==> src/rtl/bri_pkg.sv <==
`timescale 1ns/1ps
// Shared types for the burst initiator.
// Assumes: nothing; types only.
package bri_pkg;
    typedef enum logic [2:0] {
        S_IDLE,   // waiting for a start pulse
        S_REQ,    // request asserted, waiting for grant
        S_ADDR,   // address phase
        S_DATA,   // data phases
        S_DISC,   // frame released after stop, ready still asserted
        S_GAP     // idle gap before re-requesting
    } seq_state_t;
endpackage

==> src/rtl/bri_addr_track.sv <==
`timescale 1ns/1ps
// Holds the current dword address and the remaining dword count.
// Assumes: load and step are never high together (load only in idle).
module bri_addr_track #(
    parameter int ADDR_W = 32,
    parameter int LEN_W  = 8
) (
    input  logic              clk,
    input  logic              rst_n,
    input  logic              load_i,
    input  logic [ADDR_W-1:0] load_addr_i,
    input  logic [LEN_W-1:0]  load_len_i,
    input  logic              step_i,
    output logic [ADDR_W-1:0] cur_addr_o,
    output logic [LEN_W-1:0]  left_o
);
    localparam logic [ADDR_W-1:0] DW_BYTES = ADDR_W'(4);
    localparam logic [ADDR_W-1:0] LOW_MASK = ADDR_W'(3);

    // Load on start, advance per accepted dword.
    always_ff @(posedge clk) begin
        if (!rst_n) begin
            cur_addr_o <= '0;
            left_o     <= '0;
        end else if (load_i) begin
            cur_addr_o <= load_addr_i & ~LOW_MASK;
            left_o     <= load_len_i;
        end else if (step_i) begin
            cur_addr_o <= cur_addr_o + DW_BYTES;
            left_o     <= left_o - LEN_W'(1);
        end
    end

    AST_NO_UNDERFLOW: assert property (@(posedge clk) disable iff (!rst_n)
        step_i |-> (left_o != '0));

    AST_ADDR_ADVANCE: assert property (@(posedge clk) disable iff (!rst_n)
        (step_i && !load_i) |=> (left_o == $past(left_o) - LEN_W'(1)));
endmodule

==> src/rtl/bri_gap_timer.sv <==
`timescale 1ns/1ps
// Counts the idle gap between a disconnect and the next bus request.
// Assumes: GAP_CLKS >= 1; start is a single-cycle pulse.
module bri_gap_timer #(
    parameter int GAP_CLKS = 2
) (
    input  logic clk,
    input  logic rst_n,
    input  logic start_i,
    output logic running_o,
    output logic expired_o
);
    localparam int CW = (GAP_CLKS < 2) ? 1 : $clog2(GAP_CLKS + 1);

    logic [CW-1:0] cnt_q;

    // Down-counter that stops when it reaches zero.
    always_ff @(posedge clk) begin
        if (!rst_n) begin
            running_o <= 1'b0;
            cnt_q     <= '0;
        end else if (start_i) begin
            running_o <= 1'b1;
            cnt_q     <= CW'(GAP_CLKS - 1);
        end else if (running_o) begin
            if (cnt_q == '0) running_o <= 1'b0;
            else             cnt_q     <= cnt_q - CW'(1);
        end
    end

    // Expiry flag for the sequencer.
    always_comb expired_o = running_o && (cnt_q == '0);

    AST_GAP_NO_RESTART: assert property (@(posedge clk) disable iff (!rst_n)
        start_i |-> !running_o);
endmodule

==> src/rtl/bri_phase_fsm.sv <==
`timescale 1ns/1ps
// Bus phase sequencer: request, address, data, disconnect, gap.
// Assumes: left_i/step_o loop through bri_addr_track; outputs registered.
module bri_phase_fsm
    import bri_pkg::*;
#(
    parameter int LEN_W = 8
) (
    input  logic             clk,
    input  logic             rst_n,
    input  logic             start_i,
    input  logic [LEN_W-1:0] start_len_i,
    input  logic             start_resume_i,
    input  logic             gnt_n_i,
    input  logic             trdy_n_i,
    input  logic             stop_n_i,
    input  logic [LEN_W-1:0] left_i,
    input  logic             gap_expired_i,
    output logic             load_o,
    output logic             step_o,
    output logic             gap_start_o,
    output seq_state_t       state_o,
    output logic             req_n_o,
    output logic             frame_n_o,
    output logic             irdy_n_o,
    output logic             done_o,
    output logic             abandoned_o
);
    localparam logic [LEN_W-1:0] ONE = LEN_W'(1);

    seq_state_t       st_q;
    logic             resume_q;
    logic [LEN_W-1:0] left_after;

    // Handshake decodes for the tracker and the gap timer.
    always_comb begin
        step_o      = (st_q == S_DATA) && !trdy_n_i;
        left_after  = left_i - {{(LEN_W-1){1'b0}}, step_o};
        load_o      = (st_q == S_IDLE) && start_i && (start_len_i != '0);
        gap_start_o = (st_q == S_DISC) && (left_i != '0) && resume_q;
        state_o     = st_q;
    end

    // Phase sequencing and registered bus outputs.
    always_ff @(posedge clk) begin
        if (!rst_n) begin
            st_q        <= S_IDLE;
            resume_q    <= 1'b0;
            req_n_o     <= 1'b1;
            frame_n_o   <= 1'b1;
            irdy_n_o    <= 1'b1;
            done_o      <= 1'b0;
            abandoned_o <= 1'b0;
        end else begin
            done_o      <= 1'b0;
            abandoned_o <= 1'b0;
            case (st_q)
                S_IDLE: begin
                    if (start_i) begin
                        if (start_len_i == '0) begin
                            done_o <= 1'b1;
                        end else begin
                            st_q     <= S_REQ;
                            req_n_o  <= 1'b0;
                            resume_q <= start_resume_i;
                        end
                    end
                end
                S_REQ: begin
                    if (!gnt_n_i) begin
                        st_q      <= S_ADDR;
                        frame_n_o <= 1'b0;
                        req_n_o   <= 1'b1;
                    end
                end
                S_ADDR: begin
                    st_q      <= S_DATA;
                    irdy_n_o  <= 1'b0;
                    frame_n_o <= (left_i == ONE);
                end
                S_DATA: begin
                    if (!stop_n_i) begin
                        st_q      <= S_DISC;
                        frame_n_o <= 1'b1;
                    end else if (step_o) begin
                        if (left_after == '0) begin
                            st_q      <= S_IDLE;
                            irdy_n_o  <= 1'b1;
                            frame_n_o <= 1'b1;
                            done_o    <= 1'b1;
                        end else begin
                            frame_n_o <= (left_after == ONE);
                        end
                    end
                end
                S_DISC: begin
                    irdy_n_o <= 1'b1;
                    if (left_i == '0) begin
                        st_q   <= S_IDLE;
                        done_o <= 1'b1;
                    end else if (resume_q) begin
                        st_q <= S_GAP;
                    end else begin
                        st_q        <= S_IDLE;
                        done_o      <= 1'b1;
                        abandoned_o <= 1'b1;
                    end
                end
                S_GAP: begin
                    if (gap_expired_i) begin
                        st_q    <= S_REQ;
                        req_n_o <= 1'b0;
                    end
                end
                default: st_q <= S_IDLE;
            endcase
        end
    end

    AST_IRDY_AFTER_FRAME: assert property (@(posedge clk) disable iff (!rst_n)
        $fell(irdy_n_o) |-> $past(!frame_n_o));

    AST_STOP_DROPS_FRAME: assert property (@(posedge clk) disable iff (!rst_n)
        (st_q == S_DATA && !stop_n_i) |=> frame_n_o);

    AST_IRDY_RELEASE: assert property (@(posedge clk) disable iff (!rst_n)
        (st_q == S_DISC) |=> irdy_n_o);

    AST_DONE_PULSE: assert property (@(posedge clk) disable iff (!rst_n)
        done_o |=> !done_o);

    AST_ABANDON_ONLY_NO_RESUME: assert property (@(posedge clk) disable iff (!rst_n)
        (done_o && abandoned_o) |-> !resume_q);
endmodule

==> src/rtl/burst_resume_init.sv <==
`timescale 1ns/1ps
// Top of the burst initiator with optional resume after target disconnect.
// Assumes: grant held by the arbiter until the address phase is seen.
module burst_resume_init
    import bri_pkg::*;
#(
    parameter int ADDR_W   = 32,
    parameter int LEN_W    = 8,
    parameter int GAP_CLKS = 2
) (
    input  logic              clk,
    input  logic              rst_n,
    input  logic              start_i,
    input  logic [ADDR_W-1:0] start_addr_i,
    input  logic [LEN_W-1:0]  start_len_i,
    input  logic              start_resume_i,
    output logic              busy_o,
    output logic              done_o,
    output logic              abandoned_o,
    output logic              req_n_o,
    input  logic              gnt_n_i,
    output logic              frame_n_o,
    output logic              irdy_n_o,
    input  logic              trdy_n_i,
    input  logic              stop_n_i,
    output logic              addr_phase_o,
    output logic [ADDR_W-1:0] ad_addr_o
);
    logic             load, step, gap_start, gap_run, gap_exp;
    logic [LEN_W-1:0] left;
    seq_state_t       state;

    bri_addr_track #(.ADDR_W(ADDR_W), .LEN_W(LEN_W)) u_track (
        .clk(clk), .rst_n(rst_n),
        .load_i(load), .load_addr_i(start_addr_i), .load_len_i(start_len_i),
        .step_i(step), .cur_addr_o(ad_addr_o), .left_o(left)
    );

    bri_gap_timer #(.GAP_CLKS(GAP_CLKS)) u_gap (
        .clk(clk), .rst_n(rst_n),
        .start_i(gap_start), .running_o(gap_run), .expired_o(gap_exp)
    );

    bri_phase_fsm #(.LEN_W(LEN_W)) u_fsm (
        .clk(clk), .rst_n(rst_n),
        .start_i(start_i), .start_len_i(start_len_i), .start_resume_i(start_resume_i),
        .gnt_n_i(gnt_n_i), .trdy_n_i(trdy_n_i), .stop_n_i(stop_n_i),
        .left_i(left), .gap_expired_i(gap_exp),
        .load_o(load), .step_o(step), .gap_start_o(gap_start), .state_o(state),
        .req_n_o(req_n_o), .frame_n_o(frame_n_o), .irdy_n_o(irdy_n_o),
        .done_o(done_o), .abandoned_o(abandoned_o)
    );

    // Status decodes for local logic and the address phase.
    always_comb begin
        busy_o       = (state != S_IDLE);
        addr_phase_o = (state == S_ADDR);
    end

    AST_GAP_BUS_QUIET: assert property (@(posedge clk) disable iff (!rst_n)
        gap_run |-> (req_n_o && frame_n_o && irdy_n_o));

    AST_ADDR_NO_REQ: assert property (@(posedge clk) disable iff (!rst_n)
        addr_phase_o |-> (req_n_o && !frame_n_o));
endmodule

==> config.mk <==
export PLATFORM = sky130hd
export DESIGN_NAME = burst_resume_init
export DESIGN_NICKNAME = d
export VERILOG_FILES = /design/src/rtl/bri_pkg.sv /design/src/rtl/bri_addr_track.sv /design/src/rtl/bri_gap_timer.sv /design/src/rtl/bri_phase_fsm.sv /design/src/rtl/burst_resume_init.sv
export SDC_FILE = /design/constraint.sdc
export NUM_CORES = 1
export LEC_CHECK = 0
export CAP_MARGIN = 20
export CELL_PAD_IN_SITES_DETAIL_PLACEMENT = 0
export CELL_PAD_IN_SITES_GLOBAL_PLACEMENT = 1
export CORE_UTILIZATION = 34
export CTS_CLUSTER_DIAMETER = 50
export DETAILED_ROUTE_END_ITERATION = 6
export GPL_TIMING_DRIVEN = 0
export PLACE_DENSITY_LB_ADDON = 0.25
export SLEW_MARGIN = 20
export SYNTH_ARGS = -nofsm -noshare
export SYNTH_HDL_FRONTEND = slang
export SYNTH_SLANG_ARGS = --single-unit
export TNS_END_PERCENT = 5
==> constraint.sdc <==
create_clock -name clk -period 2.35 [get_ports clk]
set_input_delay 0.3525 -clock clk [delete_from_list [all_inputs] [get_ports clk]]
set_output_delay 0.3525 -clock clk [all_outputs]
set_load 0.03 [all_outputs]
; ---- After elaboration in Yosys (flattened, before gate mapping)
; Index checks and enable logic that the tools add are counted.
[word_totals]
ramBits = 0
register_bits = 52
memories = 0
latch_bits = 0
out_inout_bits = 39
input_bits = 47
word_cells = 110
mem_bits_ro = 0
[classes]
add_sub_neg = 4
n_div = 0
eq_ne = 17
mux = 42
n_reduce_logical = 30
magnitude_cmp = 0
multipliers = 0
bitwise_logic = 4
n_shift = 0
[ops]
columns = cell, n
row1 = 32-bit two-way mux, 2
row2 = 32-bit by 3-bit adder with 32-bit output (second input constant), 1
row3 = 3-bit two-way mux, 9
row4 = 8-bit zero test, 3
row5 = 1-bit two-way mux, 24
row6 = 3-bit one-hot mux with 6 select lines, 1
row7 = 8-bit by 1-bit == test with 1-bit output (second input constant), 2
row8 = 8-bit two-way mux, 2
row9 = 2-bit != test (second input constant), 8
row10 = 8-bit nonzero test, 2
row11 = 1-bit one-hot mux with 3 select lines, 4
row12 = 3-bit nonzero test, 4
row13 = 8-bit by 1-bit subtractor with 8-bit output, 1
row14 = 8-bit by 1-bit subtractor with 8-bit output (second input constant), 1
row15 = 3-bit by 2-bit == test with 1-bit output (second input constant), 2
row16 = 3-bit == test (second input constant), 2
row17 = 1-bit logical AND, 6
row18 = 3-bit != test (second input constant), 2
row19 = 3-bit AND reduction, 2
row20 = 6-bit AND reduction, 1
row21 = 5-bit AND reduction, 1
row22 = 1-bit inverter, 4
row23 = 2-bit AND reduction, 2
row24 = 4-bit AND reduction, 1
row25 = other kinds (8), 10

; ---- Depth between registers and ports, before layout
; Gate-level depths: netlist (run 1).
[logic_depth]
depth_word = 8
ltp_mapped = 10
depth_no_buf = 8

; ---- By module
; From an unflattened synthesis (run 1), not the netlist that was laid out.
[hier_totals]
cells_unflattened = 395
area_unflattened_um2 = 3209.3
[by_module_without_submodules]
columns = mod, cells_each, n_inst, area_each_um2, seq_area_each_um2
row1 = bri_addr_track, 278, 1, 2254.7, 760.7
row2 = bri_phase_fsm, 100, 1, 783.3, 180.2
row3 = bri_gap_timer, 15, 1, 157.7, 60.1
row4 = burst_resume_init, 2, 1, 13.8, 0.0

; ---- Least setup slack after synthesis (run 1)
; No wires, ideal clock.
[synth_timing]
path_kind = input to register
start = input port trdy_n_i
end = register u_fsm.done_o
required_time_ps = 2280
t_arrival_ps = 2132
stages = 10
setup_slack_ps = 148
path_buffers = 2
setup_ps = 70
cell_sequence = nand4bb_1 buf_2 inv_1 clkbuf_1 ha_1 nor2b_1 xnor2_1 a21oi_1 or3_1 a21oi_1
[synth_via]
elab_chain_len = 8
[synth_rtl]
columns = item, line
row1 = "start, declared", burst_resume_init.sv:24  ; input logic trdy_n_i,
row2 = 1-bit zero test *, bri_phase_fsm.sv:37  ; step_o = (st_q == S_DATA) && !trdy_n_i;
row3 = 1-bit logical AND *, bri_phase_fsm.sv:37
row4 = 8-bit by 1-bit subtractor with 8-bit output, bri_phase_fsm.sv:38  ; left_after = left_i - {{(LEN_W-1){1'b0}}, step_o};
row5 = 8-bit zero test, bri_phase_fsm.sv:86  ; if (left_after == '0) begin
row6 = 1-bit two-way mux, bri_phase_fsm.sv:86
row7 = 1-bit two-way mux *, bri_phase_fsm.sv:85  ; end else if (step_o) begin
row8 = 1-bit two-way mux *, bri_phase_fsm.sv:82  ; if (!stop_n_i) begin
row9 = 1-bit one-hot mux with 3 select lines *, bri_phase_fsm.sv:57  ; case (st_q)
row10 = "end signal, assigned", bri_phase_fsm.sv:55  ; done_o <= 1'b0;
row11 = "end signal, assigned", bri_phase_fsm.sv:61  ; done_o <= 1'b1;
row12 = "end signal, assigned", bri_phase_fsm.sv:90  ; done_o <= 1'b1;
row13 = "end, declared", bri_phase_fsm.sv:26  ; output logic done_o,
; Mark *: on every way between the ends. The rest lies on a longest branch, timed or not.
; A chain may end at the register's enable or synchronous reset.

; ---- Worst setup path in the final report (run 1)
[layout_timing]
start = register u_track.cur_addr_o[2]
end = register u_track.cur_addr_o[30]
[layout_via]
elab_chain_len = 3
[layout_rtl]
columns = item, line
row1 = "start, declared", bri_addr_track.sv:14  ; output logic [ADDR_W-1:0] cur_addr_o,
row2 = "start signal, assigned", bri_addr_track.sv:26  ; cur_addr_o <= load_addr_i & ~LOW_MASK;
row3 = "start signal, assigned", bri_addr_track.sv:29  ; cur_addr_o <= cur_addr_o + DW_BYTES;
row4 = 32-bit by 3-bit adder with 32-bit output, bri_addr_track.sv:29
row5 = 32-bit two-way mux, bri_addr_track.sv:28  ; end else if (step_i) begin
row6 = 32-bit two-way mux, bri_addr_track.sv:25  ; end else if (load_i) begin
; Every way passes these cells. The select of a mux whose other input is x is not followed.

==> impl_results.md, run 1 <==
- Final instance area: between 0.004 and 0.005 sq mm
- Starting DRT DRC Count: between 100 and 150
- FF+latch count, synth: 50
- Synth warn: 0
- Worst-Skew Late Latency: 0.31 ns
- Vias after detailed routing: 3,217
- Endpoint type of the worst setup path: flip-flop
- Crit path max fanout: 7
- Largest net degree at the start of global routing: 16
- Xor/xnor cell area share of the yosys netlist: 4.85%
- Synth Area in Simple Gates: around 29%
- Grt total ovfl: 0
- Final wirelength: 9880 um
- Sequential share of the synthesized area: between 30% and 40%
- Vias in the first global route: slightly above 3,000
- VDD IR max: 0.507 mV
- Critical Path AT: 2.51 ns
- Clk slew on worst S/H paths: 0.10 ns
- RSZ-0062 raised after global routing: true
- Port Buffers: 80
- Synth Area in Compound Gates: 22.6%
- Commonest cells after routing, fill and taps aside: clkdlybuf4s50_1 (77), dfxtp_1 (50), nand2_1 (33), a21oi_1 (33), nor2_1 (31)
- Leakage Power: about 0.0014 uW
- Clock skew: 0.0116 ns
- First-pass GRT wire length: 15,700 um
- Part of the cycle the worst path needs: between 90% and 100%
- Hold Fails Final Rpt: 0
- Dpl cells: between 500 and 600
- Largest family of logic cells by synthesized area: simple AND/OR/NAND/NOR gates
- Relative slew slack: between 40% and 50%
- Worst slew pin tran: 0.776 ns
- Min cycle time layout: around 2.3 ns
- Mux contribution to synthesized area: 0.736%
- Ys flop type: dfxtp_1
- Inserted Diodes: 0
- Final Max Slew Viols: 0
- Crit path launch type: flip-flop
- Final TNS setup: 0 ns
- Layout cell share with drive strength beyond 1: 6.84%
- H-Tree Depth: 2
- Adder-Cell Fraction of Synth Area: 2.60%
- Sink Count: 50
- Maximum achievable frequency: 437 MHz
- Total track usage: a little under a quarter
- PwrDens: 969 mW/mm^2
- Initial antenna violation count: 0
- TritonCTS Buffers: 5
- Synth unique cells: 57
- EDFF count, synth: 0
- Clk root buf: clkbuf_8
- DIE HEIGHT: 94.2 um
- Post-Synthesis Cells: 378
- Antenna Nets Post-Route: 0
- HP Class: reg -> reg
- Placeable Area: 0.00822 sq mm
- Detailed Routing Iterations Pass 1: 5
- CTS tree: done
- Commonest non-fill, non-tap cell in the layout: clkdlybuf4s50_1
- Total I/O pin count: 86
- Nets: 520
- Setup Crit Path Kind: reg -> reg
- Max-cap violations: 0
- Average vias per placed instance: 5.61
- FILL cells: roughly 800
- Die X: between 90 and 100 um
- Row count: 33
- Cell Area, Placed: 0.00383 sq mm
- Cell Count, Final, Fillers Out: between 500 and 600
- Synthesized area: 0.00289 sq mm
- Initial Util: 35.2%
- DPL Wire Length: around 7300 um
- Place WS: -1.14 ns
- Drt wl/cell: roughly 17 um
- Area growth, synth to finish: 38.4%
- Setup violators final: 0
- # DRC: 0
- Routability cong.: between 0.9 and 1
- Req. time, crit path: about 2.6 ns
- Avg Synthesized Cell Area: ~7.6 sq um
- Status: completed
- Post-synthesis async set-or-reset flop share: 0%
- Clk buf depth: 2
- Final worst setup slack: roughly 0.062 ns
- Die area: 0.00888 sq mm
## timing repair
item,CTS,global route
endpoints found under the setup margin,22,16
pin swaps,1,0
resized for setup,13,7
setup buffers,1,0
hold buffers,0,0
## layout make-up
type                            count  area [sq um]  share of cell area [%]
Buffer                             22           114                    2.85
Clock buffer                        6          72.6                    1.81
Clock inverter                      2          37.5                   0.938
Inverter                           16          60.1                    1.50
Multi-Input combinational cell    291          1780                    44.4
Sequential cell                    50          1000                    25.0
Tap cell                          105           131                    3.28
Timing Repair Buffer               81           808                    20.2
## power breakdown
group          switching [uW]  total, uW  internal (uW)
combinational            1160       1920            759
clock                     313        632            319
sequential                266       1330           1060
## registers in the layout (all words and copies together) (netlist names)
name and cells:
u_fsm.abandoned_o 1, u_fsm.done_o 1, u_fsm.frame_n_o 1, u_fsm.irdy_n_o 1, u_fsm.req_n_o 1, u_fsm.resume_q 1, u_fsm.state_o 3, u_gap.cnt_q 2
u_gap.running_o 1, u_track.cur_addr_o 30, u_track.left_o 8
## kinds of logic after synthesis
logic type,after synthesis
adder cells (fa/ha/maj),6
AND/OR/NAND/NOR,161
buffers and inverters,38
multiplexers,2
flip-flops,50
XOR/XNOR,16
other,1
AO/OA/AOI/OAI,104
## cells in the mapped netlist (4+ instances only)
cell	n	area share (%)
a211oi_1	4	1.0
a21oi_1	34	5.9
a31oi_1	11	2.4
buf_2	4	0.69
clkbuf_1	14	1.8
dfxtp_1	50	35
ha_1	6	2.6
inv_1	16	2.1
nand2_1	33	4.3
nand3_1	29	5.0
nand4_1	19	4.1
nor2_1	32	4.2
nor2b_1	4	0.87
nor3_1	10	1.7
nor4_1	9	1.9
o21ai_0	21	3.6
or3_1	6	1.3
xnor2_1	7	2.1
xor2_1	9	2.7
## path summary, 6_finish.rpt
path,from,to,slack [ns],depth (start not counted)
worst max-delay path,u_track.cur_addr_o[2],u_track.cur_addr_o[30],0.06,6
worst min-delay path,u_fsm.req_n_o,u_fsm.req_n_o,0.49,2
worst max register to register,u_track.cur_addr_o[2],u_track.cur_addr_o[30],0.06,6
worst min register to register,u_fsm.req_n_o,u_fsm.req_n_o,0.49,2
## critical path: stages, from the launching register on
cell and delay [ns]:
dfxtp_1 0.46, ha_1 0.24, nand3_1 0.24, nor4_1 0.67, nand4_1 0.19, xor2_1 0.17, o31ai_1 0.22
## layer usage
layer | track usage, % | wire length (um) | part of all wire [%] | up-vias
met1 | 29.8 | 4510 | 46 | 1518
li1 | - | - | - | 1581
met4 | 8.59 | 177 | 1.8 | 0
met3 | 4.45 | 506 | 5.1 | 18
met2 | 37.7 | 4690 | 47 | 100
met5 | 0 | 0 | 0 | -
## stage by stage
step	util, %	hold slack, ns	total power (uW)
4_1_cts	48.3	0.497	3870
3_5_place_dp	46.6	0.482	3200
2_1_floorplan	-	0.464	2460
3_3_place_gp	46.6	0.473	3200
5_1_grt	48.7	0.537	4110
6_report	48.7	0.495	3880
(Power assumes the default switching activity.)
==> run 2: changes to the inputs <==
--- a/config.mk
+++ b/config.mk
@@ -5,10 +5,12 @@
 export SDC_FILE = /design/constraint.sdc
 export NUM_CORES = 1
 export LEC_CHECK = 0
+export ABC_AREA = 0
 export CAP_MARGIN = 20
 export CELL_PAD_IN_SITES_DETAIL_PLACEMENT = 0
 export CELL_PAD_IN_SITES_GLOBAL_PLACEMENT = 1
-export CORE_UTILIZATION = 34
+export CORE_ASPECT_RATIO = 1.75
+export CORE_UTILIZATION = 30
 export CTS_CLUSTER_DIAMETER = 50
 export DETAILED_ROUTE_END_ITERATION = 6
 export GPL_TIMING_DRIVEN = 0
==> constraint.sdc (replaced) <==
create_clock -name clk -period 2.1 [get_ports clk]
set_input_delay 0.315 -clock clk [delete_from_list [all_inputs] [get_ports clk]]
set_output_delay 0.315 -clock clk [all_outputs]
set_load 0.03 [all_outputs]
==> impl_results.md, run 2 (same netlist as run 1, synthesis figures left out) <==
- Endpoint type of the worst setup path: flip-flop
- Relative slew slack: 56.7% (+8.9 points)
- First-pass GRT wire length: 16,600 um (+6.0%)
- Grt total ovfl: 0 (unchanged)
- DIE HEIGHT: 132 um (+40%)
- Worst-Skew Late Latency: 0.29 ns (-0.02 ns)
- Placeable Area: 0.00941 sq mm (+15%)
- Clk slew on worst S/H paths: 0.07 ns (-0.03 ns)
- Leakage Power: 0.00144 uW (+5.7%)
- Req. time, crit path: 2.33 ns (-0.24 ns)
- Max FFs per register: 30 (unchanged)
- Sink Count: 50 (unchanged)
- Drt wl/cell: 17.7 um (+2.8%)
- Critical Path AT: 2.33 ns (-0.18 ns)
- Buffer count from post-CTS setup fixing: 0 (-1)
- Reg-to-Reg Start: u_fsm.state_o[2]
- Place WS: -0.943 ns (+0.194 ns)
- Largest net degree at the start of global routing: 15 (-1)
- Clk buf depth: 2 (unchanged)
- Vias after detailed routing: 3,197 (-0.62%)
- HP Class: in -> reg
- Min cycle time layout: 2.11 ns (-0.182 ns)
- Final instance area: 0.00420 sq mm (+4.8%)
- Cell Area, Placed: 0.00385 sq mm (+0.59%)
- DPL Wire Length: 7920 um (+8.7%)
- RSZ-0062 raised after global routing: true
- FILL cells: 977 (+22%)
- # DRC: 0 (unchanged)
- Die area: 0.0101 sq mm (+13%)
- Nets: 519 (-0.19%)
- Inserted Diodes: 0 (unchanged)
- TritonCTS Buffers: 5 (unchanged)
- Die X: 76.2 um (-19%)
- Setup violators final: 1 (+1)
- PwrDens: 1110 mW/mm^2 (+14%)
- H-Tree Depth: 2 (unchanged)
- WHS Path Cells: 3 (+1)
- Antenna Nets Post-Route: 0 (unchanged)
- Top sig layer: met4
- Final wirelength: 10,400 um (+5.5%)
- M1 WL: 3940 um (-13%)
- Layout cell share with drive strength beyond 1: 10.7% (+3.9 points)
- Clk root buf: clkbuf_16
- Port Buffers: 80 (unchanged)
- Maximum achievable frequency: 475 MHz (+8.7%)
- Worst reg2reg setup slack: -0.006 ns (-0.07 ns)
- Total I/O pin count: 86 (unchanged)
- Final Max Slew Viols: 0 (unchanged)
- Final worst setup slack: -0.00569 ns (-0.0676 ns)
- Routability cong.: 0.876 (-5.3%)
- Status: finished with violations
- Max-cap violations: 0 (unchanged)
- Hold Fails Final Rpt: 0 (unchanged)
- PnR Total Power: 4650 uW (+20%)
- Worst slew pin tran: 0.649 ns (-0.126 ns)
- Reg with most FFs: u_track.cur_addr_o
- Detailed Routing Iterations Pass 1: 4 (-1)
- Starting DRT DRC Count: 186 (+38%)
- CTS tree: done
- Initial Util: 30.7% (-4.5 points)
- Hold Crit Start: rst_n
- Met3 WL: 320 um (-37%)
- Crit path max fanout: 10 (+3)
- Area growth, synth to finish: 45.1%
- VDD IR max: 0.433 mV (-14%)
- Total track usage: 21.3% (-1.8 points)
- Worst r2r path cells: 9 (+3)
- Clock skew: 0.00445 ns (-0.00719 ns)
- FF-to-FF End: u_fsm.done_o
- Part of the cycle the worst path needs: 100% (+2.9 points)
- Hold EP: u_fsm.state_o[0]
- Sequential Area: 0.00101 sq mm (+0.63%)
- Average vias per placed instance: 5.44 (-3.2%)
- Commonest non-fill, non-tap cell in the layout: clkdlybuf4s50_1
- Row count: 47 (+42%)
- Metal2 WL: 5840 um (+25%)
- Failing checks: setup timing
- Multi-input logic area: 0.00186 sq mm (+4.9%)
- Initial antenna violation count: 0 (unchanged)
- Commonest cells after routing, fill and taps aside: clkdlybuf4s50_1 (77), dfxtp_1 (45), nand2_1 (33)
- Vias in the first global route: 3,149 (+0.99%)
- Crit path launch type: flip-flop
- Setup Crit Path Kind: reg -> reg
[run 2: worst max-delay path, cell delays in order (launching register included)]
cell and delay (ns):
dfxtp_2 0.37, nand4bb_1 0.16, buf_6 0.16, inv_6 0.05, clkbuf_16 0.16, ha_2 0.18, ha_2 0.31, nand2_1 0.10
or3_4 0.43, a21oi_2 0.13
[run 2: area by class of cell]
class                      instances  share of cell area, %
multi-input combinational        291                   44.4
sequential                        50                   24.0
timing repair buffer              80                   18.9
tap                              122                   3.64
buffer                            22                   3.43
clock buffer                       6                   3.31
inverter                          16                   1.55
clock inverter                     1                  0.716
[run 2: worst max path at each step]
stage | endpoint | cells past startpoint | slack, ns | start
final | u_fsm.done_o | 9 | -0.006 | u_fsm.state_o[2]
after global routing | u_fsm.done_o | 11 | -0.10 | trdy_n_i
after CTS | u_track.cur_addr_o[16] | 6 | -0.07 | u_track.cur_addr_o[2]
after detailed placement | u_track.cur_addr_o[5] | 6 | -0.94 | start_len_i[1]
after global placement | u_track.cur_addr_o[5] | 6 | -0.95 | start_len_i[0]
after floorplan | u_track.cur_addr_o[16] | 6 | 0.04 | u_track.cur_addr_o[2]
[run 2: power by group]
part | switching (uW) | leakage [uW] | internal [uW]
combinational | 1320 | 0.000945 | 879
clock | 366 | 0.0000829 | 589
sequential | 308 | 0.000413 | 1200
[run 2: through the flow]
step           instances  setup TNS (ns)  hold WS, ns  utilization (%)
2_1_floorplan        379               0        0.447                -
3_3_place_gp         581          -31.16        0.468             40.9
3_5_place_dp         581          -30.59        0.479             40.9
4_1_cts              588          -0.122        0.473             43.9
5_1_grt              588          -0.516        0.496             44.6
6_report             588        -0.00569        0.482             44.6
[run 2: routing by layer]
| layer | global-route usage, % | up-vias |
|---|---|---|
| met5 | 0 | - |
| met4 | 9.62 | 0 |
| met3 | 2.70 | 19 |
| met2 | 40.8 | 89 |
| met1 | 22.5 | 1515 |
| li1 | - | 1574 |
[run 2: repair_timing]
| item | in CTS | in global routing |
|---|---|---|
| pin swaps | 2 | 4 |
| endpoints found under the hold margin | 0 | 0 |
| endpoints found under the setup margin | 46 | 32 |
| hold buffers | 0 | 0 |
| gates resized for setup | 33 | 22 |
==> run 3: changes to the inputs <==
--- a/config.mk
+++ b/config.mk
@@ -10,6 +10,7 @@
 export CELL_PAD_IN_SITES_DETAIL_PLACEMENT = 0
 export CELL_PAD_IN_SITES_GLOBAL_PLACEMENT = 1
 export CORE_ASPECT_RATIO = 1.75
+export CORE_MARGIN = 5
 export CORE_UTILIZATION = 30
 export CTS_CLUSTER_DIAMETER = 50
 export DETAILED_ROUTE_END_ITERATION = 6
==> impl_results.md, run 3 (same netlist as run 1, synthesis figures left out) <==
- Nets: 521 (+0.39%)
- Initial Util: 30.5% (-0.19 points)
- Placeable Area: 0.00947 sq mm (+0.63%)
- Status: finished with violations
- Port Buffers: 80 (unchanged)
- Initial antenna violation count: 0 (unchanged)
- TritonCTS Buffers: 5 (unchanged)
- Vias in the first global route: 3,330 (+5.7%)
- Leakage Power: 0.00147 uW (+2.3%)
- Die area: 0.0118 sq mm (+17%)
- Cell Area, Placed: 0.00385 sq mm (unchanged)
- Setup violators final: 2 (+1)
- RSZ-0062 raised after global routing: true
- Part of the cycle the worst path needs: 103% (+2.9 points)
- Final instance area: 0.00421 sq mm (+0.39%)
- Min cycle time layout: 2.17 ns (+0.0616 ns)
- Cell-internal power: 2550 uW (-4.3%)
- Hold Fails Final Rpt: 0 (unchanged)
- Clk root buf: clkbuf_16
- H-Tree Depth: 2 (unchanged)
- DIE HEIGHT: 140 um (+6.1%)
- Critical Path AT: 2.40 ns (+0.07 ns)
- Row count: 47 (unchanged)
- Worst-Skew Late Latency: 0.29 ns (about the same)
- Sequential Area: 0.00101 sq mm (-0.13%)
- HP Class: reg -> reg
- Dpl cells: 581 (unchanged)
- Commonest cells after routing, fill and taps aside: clkdlybuf4s50_1 (77), dfxtp_1 (48), nand2_1 (33)
- VDD IR max: 0.446 mV (+2.9%)
- Clk buf depth: 2 (unchanged)
- Relative slew slack: 56.4% (-0.27 points)
- Total track usage: 18.8% (-2.5 points)
- Setup Crit Path Kind: in -> reg
- First-pass GRT wire length: 17,500 um (+4.9%)
- Multi-input logic area: 0.00189 sq mm (+1.5%)
- Crit path max fanout: 7 (-3)
- Reg-to-Reg Start: u_fsm.state_o[2]
- Die X: 84.2 um (+10%)
- Layout cell share with drive strength beyond 1: 11.1% (+0.36 points)
- Final Max Slew Viols: 0 (unchanged)
- GRT Max-Usage Layer: met2
- Endpoint type of the worst setup path: flip-flop
- Commonest non-fill, non-tap cell in the layout: clkdlybuf4s50_1
- Max-cap violations: 0 (unchanged)
- Clk slew on worst S/H paths: 0.07 ns (about the same)
- Req. time, crit path: 2.33 ns (about the same)
- # DRC: 0 (unchanged)
- Total I/O pin count: 86 (unchanged)
- CTS tree: done
- Drt wl/cell: 19.0 um (+7.2%)
- Detailed Routing Iterations Pass 1: 5 (+1)
- P_sw: 2050 uW (+2.7%)
- Grt total ovfl: 0 (unchanged)
- Clock skew: 0.00361 ns (-0.000840 ns)
- Inserted Diodes: 0 (unchanged)
- Final worst setup slack: -0.0673 ns (-0.0616 ns)
- GR Util met2: 36.0% (-4.8 points)
- Final wirelength: 11,200 um (+7.7%)
- Sink Count: 50 (unchanged)
- Failing checks: setup timing
- Largest net degree at the start of global routing: 16 (+1)
- Maximum achievable frequency: 461 MHz (-2.8%)
- Routability cong.: 0.894 (+2.1%)
- Antenna Nets Post-Route: 0 (unchanged)
- Crit path launch type: primary input
- PwrDens: 1090 mW/mm^2 (-1.7%)
- CTS Hold Bufs: 0 (unchanged)
- Grt met3 use: 3.19% (+0.49 points)
- Average vias per placed instance: 5.47 (+0.61%)
- Max FFs per register: 30 (unchanged)
- Sequential share of power: 32.8% (+0.5 points)
- Worst Setup SP: trdy_n_i
- Final TNS setup: -0.0935 ns (-0.0878 ns)
- M1 GR Usage: 19.0% (-3.5 points)
- Hold Crit Start: u_fsm.req_n_o
- Cell Count, Final, Fillers Out: 591 (+0.51%)
- Area growth, synth to finish: 45.7%
- PnR Total Power: 4590 uW (-1.3%)
- DPL Wire Length: 8510 um (+7.5%)
- Reg with most FFs: u_track.cur_addr_o
- Sw Share: 44.5% (+1.7 points)
- Starting DRT DRC Count: 196 (+5.4%)
- Worst slew pin tran: 0.654 ns (+0.00407 ns)
- Vias after detailed routing: 3,233 (+1.1%)
- Comb pwr share: 48.7% (+1.5 points)
- Clk network pwr share: 18.6% (-1.9 points)
- FILL cells: 961 (-1.6%)
run 3: cell type report:
class,instances,area share [%]
multi-input combinational,291,44.9
sequential,50,23.9
timing repair buffer,83,19.4
tap,122,3.62
clock buffer,6,3.30
buffer,21,3.06
inverter,16,1.54
clock inverter,2,0.297
run 3: timing repair:
| item | CTS | global route |
|---|---|---|
| pin swaps | 2 | 1 |
| endpoints found under the setup margin | 46 | 36 |
| buffers inserted | 1 | 2 |
| gates cloned | 0 | 0 |
| resized for setup | 30 | 24 |
run 3: power groups by stage:
stage                     clock [uW]  combinational (uW)  sequential [uW]
final                            854                2240             1500
after global placement             0                2120             1510
after floorplan                    0                 987             1760
after global routing             912                2410             1550
after detailed placement           0                2140             1510
after CTS                        877                2190             1490
run 3: final timing paths:
check	to	slack, ns	depth (start not counted)
setup / recovery	u_fsm.done_o	-0.07	11
hold / removal	u_fsm.req_n_o	0.49	2
setup reg to reg	u_fsm.done_o	-0.06	10
hold reg to reg	u_fsm.req_n_o	0.49	2
run 3: stage by stage:
step                      util [%]  worst slack [ns]  hold WS, ns
after CTS                     43.4            -0.127        0.491
after global routing          44.5            -0.161        0.518
after global placement        40.7            -0.898        0.472
after floorplan                  -            0.0351        0.447
final                         44.5           -0.0673        0.486
after detailed placement      40.7            -0.918        0.481
run 3: worst max-delay path, cell delays in order:
cell and delay, ns:
dlygate4sd2_1 0.30, nand4bb_1 0.24, buf_6 0.18, inv_6 0.08, buf_8 0.10, ha_2 0.18, ha_2 0.20, and3_1 0.17
a21oi_2 0.06, or3_4 0.42, a21oi_2 0.13
run 3: layer usage:
layer	part of all wire (%)	wire length, um
met3	4.7	529
met2	55	6220
met1	37	4100
met4	3.4	380
met5	0	0
